`config.mk`:
```
export PLATFORM = sky130hd
export DESIGN_NAME = csel_inc_adder
export DESIGN_NICKNAME = d
export VERILOG_FILES = /design/src/rtl/csel_pkg.sv /design/src/rtl/csel_ripple.sv /design/src/rtl/csel_incr.sv /design/src/rtl/csel_pick.sv /design/src/rtl/csel_inc_adder.sv
export SDC_FILE = /design/constraint.sdc
export NUM_CORES = 1
export LEC_CHECK = 0
export BUFFER_PORTS_ARGS = -buffer_cell sky130_fd_sc_hd__buf_2
export CAP_MARGIN = 20
export CORE_ASPECT_RATIO = 1.1
export CORE_MARGIN = 1
export CORE_UTILIZATION = 25
export DETAILED_ROUTE_END_ITERATION = 6
export PLACE_DENSITY = 0.58
export SLEW_MARGIN = 20
export SYNTH_ARGS = -nofsm -noshare
export SYNTH_HDL_FRONTEND = slang
export SYNTH_SLANG_ARGS = --single-unit
```
`constraint.sdc`:
```
create_clock -name vclk -period 10.3
set_clock_uncertainty 0.05 [all_clocks]
set_input_delay 1.545 -clock vclk [all_inputs]
set_output_delay 1.545 -clock vclk [all_outputs]
set_load 0.005 [all_outputs]
```
`src/rtl/csel_pkg.sv`:
```
package csel_pkg;
  localparam int unsigned MIN_WIDTH = 2;

  typedef enum logic {
    SEL_CARRY_ZERO = 1'b0,
    SEL_CARRY_ONE  = 1'b1
  } carry_sel_e;
endpackage

```
`src/rtl/csel_ripple.sv`:
```
module csel_ripple #(
  parameter int unsigned WIDTH = 16
) (
  input  logic [WIDTH-1:0] a_i,
  input  logic [WIDTH-1:0] b_i,
  output logic [WIDTH-1:0] sum_o,
  output logic             cout_o
);
  logic [WIDTH:0] carry;

  assign carry[0] = 1'b0;

  for (genvar i = 0; i < WIDTH; i++) begin : g_bit
    logic half_sum;
    logic half_carry;
    assign half_sum     = a_i[i] ^ b_i[i];
    assign half_carry   = a_i[i] & b_i[i];
    assign sum_o[i]     = half_sum ^ carry[i];
    assign carry[i+1]   = half_carry | (half_sum & carry[i]);
  end

  assign cout_o = carry[WIDTH];
endmodule

```
`src/rtl/csel_incr.sv`:
```
module csel_incr #(
  parameter int unsigned WIDTH = 16
) (
  input  logic [WIDTH-1:0] base_sum_i,
  input  logic             base_cout_i,
  output logic [WIDTH-1:0] inc_sum_o,
  output logic             inc_cout_o
);
  logic [WIDTH-1:0] run;

  assign inc_sum_o[0] = ~base_sum_i[0];
  assign run[0]       = base_sum_i[0];

  for (genvar i = 1; i < WIDTH; i++) begin : g_bit
    assign inc_sum_o[i] = base_sum_i[i] ^ run[i-1];
    assign run[i]       = base_sum_i[i] & run[i-1];
  end

  // both set is unreachable: max a+b leaves sum word not all ones
  assign inc_cout_o = base_cout_i ^ run[WIDTH-1];
endmodule

```
`src/rtl/csel_pick.sv`:
```
module csel_pick #(
  parameter int unsigned WIDTH = 17
) (
  input  logic [WIDTH-1:0] zero_i,
  input  logic [WIDTH-1:0] one_i,
  input  logic             sel_i,
  output logic [WIDTH-1:0] res_o
);
  import csel_pkg::*;

  carry_sel_e sel;
  assign sel = carry_sel_e'(sel_i);

  for (genvar i = 0; i < WIDTH; i++) begin : g_bit
    assign res_o[i] = (sel == SEL_CARRY_ONE) ? one_i[i] : zero_i[i];
  end
endmodule

```
`src/rtl/csel_inc_adder.sv`:
```
module csel_inc_adder #(
  parameter int unsigned WIDTH = 16
) (
  input  logic [WIDTH-1:0] a_i,
  input  logic [WIDTH-1:0] b_i,
  input  logic             cin_i,
  output logic [WIDTH-1:0] sum_o,
  output logic             cout_o
);
  import csel_pkg::*;

  localparam int unsigned RES_W = WIDTH + 1;

  logic [WIDTH-1:0] sum0, sum1;
  logic             cout0, cout1;
  logic [RES_W-1:0] res;

  if (WIDTH < MIN_WIDTH) begin : g_bad_width
    initial $fatal(1, "csel_inc_adder: WIDTH below minimum");
  end

  csel_ripple #(.WIDTH(WIDTH)) u_ripple (
    .a_i    (a_i),
    .b_i    (b_i),
    .sum_o  (sum0),
    .cout_o (cout0)
  );

  csel_incr #(.WIDTH(WIDTH)) u_incr (
    .base_sum_i  (sum0),
    .base_cout_i (cout0),
    .inc_sum_o   (sum1),
    .inc_cout_o  (cout1)
  );

  csel_pick #(.WIDTH(RES_W)) u_pick (
    .zero_i ({cout0, sum0}),
    .one_i  ({cout1, sum1}),
    .sel_i  (cin_i),
    .res_o  (res)
  );

  assign sum_o  = res[WIDTH-1:0];
  assign cout_o = res[WIDTH];
endmodule

```
==> flow_metrics.env <==
export IMPL_outcome="completed"
export IMPL_crit_type="primary input to output pin"
export IMPL_gr_usage_all_layers=0.08833
export IMPL_rsz0062_at_grt="no"
export IMPL_path_buf_inv=4
export IMPL_grt_max_degree=29
export IMPL_multi_input_area_um2=699.4
export IMPL_syn_area_um2=907.1
export IMPL_switching_share=0.4802
export IMPL_first_global_vias=689
export IMPL_critPathLaunchType="primary input"
export IMPL_vias=758
export IMPL_switching_power_uw=34.58
export IMPL_maxSlewHeadroom=0.6225
export IMPL_critPathTopFamily="adder cells"
export IMPL_port_buffer_count=50
export IMPL_critPathSlowestCell="fa_1"
export IMPL_nClkBuffers=0
export IMPL_dr_pass1_iters=3
export IMPL_crit_chain="buf_2, ha_1, inv_1, fa_1, fa_1, fa_1, fa_1, fa_1, fa_1, fa_1, fa_1, fa_1, fa_1, fa_1, fa_2, fa_1, fa_1, fa_1, inv_1, ha_1, nand2_1, o21ai_2, buf_2"
export IMPL_synth_warnings=0
export IMPL_antenna_cells=0
export IMPL_period_minus_slack_ns=10.02
export IMPL_maxCapViolCount=0
export IMPL_ys_types=11
export IMPL_slew_viol_final=0
export IMPL_path_common_cell="fa_1"
export IMPL_hold_viol_final=0
export IMPL_syn_nets=173
export IMPL_internal_power_uw=37.44
export IMPL_synth_area_per_cell_um2=8.322
export IMPL_place_congestion=0.6310
export IMPL_seqPwrFrac=0
export IMPL_dp_hpwl_um=1431
export IMPL_fin_setup_tns_ns=0
export IMPL_seq_area_frac_synth=0
export IMPL_post_route_period_util=0.9724
export IMPL_nets=222
export IMPL_cp_required_ns=8.71
export IMPL_power_frac_comb=1.000
export IMPL_seq_cells=0
export IMPL_cp_max_fo=2
export IMPL_remaining_drc_errors=0
export IMPL_die_area_um2=3874
export IMPL_end_kind="output pin"
export IMPL_grt_antenna_before_repair=0
export IMPL_ios=50
export IMPL_synthToLayoutAreaGrowth_pct=30.34
export IMPL_max_freq_mhz=99.84
export IMPL_grt_pass1_wl_um=2794
export IMPL_power_density_nw_per_um2=60.91
export IMPL_core_um2=3413
export IMPL_ant_nets=0
export IMPL_die_w_um=59.44
export IMPL_cp_slowest_stage_delay_ns=0.53
export IMPL_start_util=0.2658
export IMPL_grt_ovfl_total=0
export IMPL_synth_cells=109
export IMPL_seqCellArea_um2=0
export IMPL_row_count=22
export IMPL_finalWirelength_um=1519
export IMPL_cp_arrival_ns=8.42
export IMPL_vias_per_cell=3.716
export IMPL_nFillCells=399
export IMPL_drtIter0Drc=10
export IMPL_fin_ws_ns=0.2838
export IMPL_ir_worst_vdd_mv=0.01712
export IMPL_wire_per_inst_um=7.446
export IMPL_pre_cts_ws_ns=0.1852
export IMPL_post_route_cells_drive_above_1_share=0.3846
export IMPL_tightest_slew_ns=0.5662
export IMPL_die_y_um=65.18
export IMPL_power_uw=72.01
export IMPL_min_path_type="primary input to output pin"
export IMPL_post_cts_buffers=0
export IMPL_setup_viol=0
export IMPL_fin_util=0.3464
export IMPL_leakage_uw=0.0007759
export IMPL_clkPwrFrac=0
[power groups by stage]
stage                     Combinational [uW]  Sequential (uW)  Clock, uW
after floorplan                         49.0                0          0
after global placement                  72.2                0          0
after detailed placement                74.0                0          0
after CTS                               74.1                0          0
after global routing                    85.2                0          0
final                                   72.0                0          0
[cells in the mapped netlist]
library cell / n / area, um^2
inv_1: 46 / 172.7
ha_1: 16 / 200.2
fa_1: 15 / 300.3
nand2_1: 12 / 45.04
o21ai_2: 5 / 43.79
mux2_4: 4 / 60.06
o21ai_1: 4 / 20.02
buf_6: 2 / 22.52
o21ai_0: 2 / 10.01
xor2_1: 2 / 17.52
buf_8: 1 / 15.01
[per-stage QoR]
step / instance area [um^2] / std cells / hold WS [ns]
3_3_place_gp: 1180 / 204 / 3.446
3_5_place_dp: 1180 / 204 / 3.448
2_1_floorplan: 907.1 / 109 / 3.242
6_report: 1182 / 204 / 3.446
5_1_grt: 1182 / 204 / 3.474
4_1_cts: 1180 / 204 / 3.448
[cells in the final DEF, fill, tap and decap left out]
cell / Yosys / routed
inv_1: 46 / 46
o21ai_2: 5 / 5
xor2_1: 2 / 2
o21ai_1: 4 / 4
nand2_1: 12 / 12
buf_2: 0 / 50
fa_1: 15 / 14
o21ai_0: 2 / 2
ha_1: 16 / 16
mux2_4: 4 / 4
fa_2: 0 / 1
[cells by family (layout without fill, tap and decap cells)]
kind of cell,Yosys count,count (layout),share of synthesized area
buffers and inverters,49,96,0.2317
and+or+nand+nor,12,12,0.04965
AOI/OAI and AO/OA,11,11,0.08138
xor gates and xnor gates,2,2,0.01931
muxes,4,4,0.06621
adders and majority gates,31,31,0.5517
[area by class of cell]
type | instances | area share
multi-input cells | 60 | 0.5915
repair buffers | 50 | 0.2116
inverters | 46 | 0.1460
well taps | 48 | 0.05079
[metal layers]
layer  share of wire  wire (um)  global-route usage
met5               0          0                   0
met2            0.47        721              0.1517
met1            0.44        674              0.1288
met4               0          0                   0
met3           0.082        124            0.003937
[repair_timing]
item | 4_1_cts | 5_1_grt
resized for setup | 0 | 1
hold buffers | 0 | 0
endpoints found under the setup margin | 0 | 2
[worst paths after layout]
kind | from | end | cells past startpoint
worst max-delay path | a_i[0] | sum_o[15] | 23
worst min-delay path | b_i[0] | sum_o[0] | 4
No activity file was read; power rests on OpenSTA's default activity.
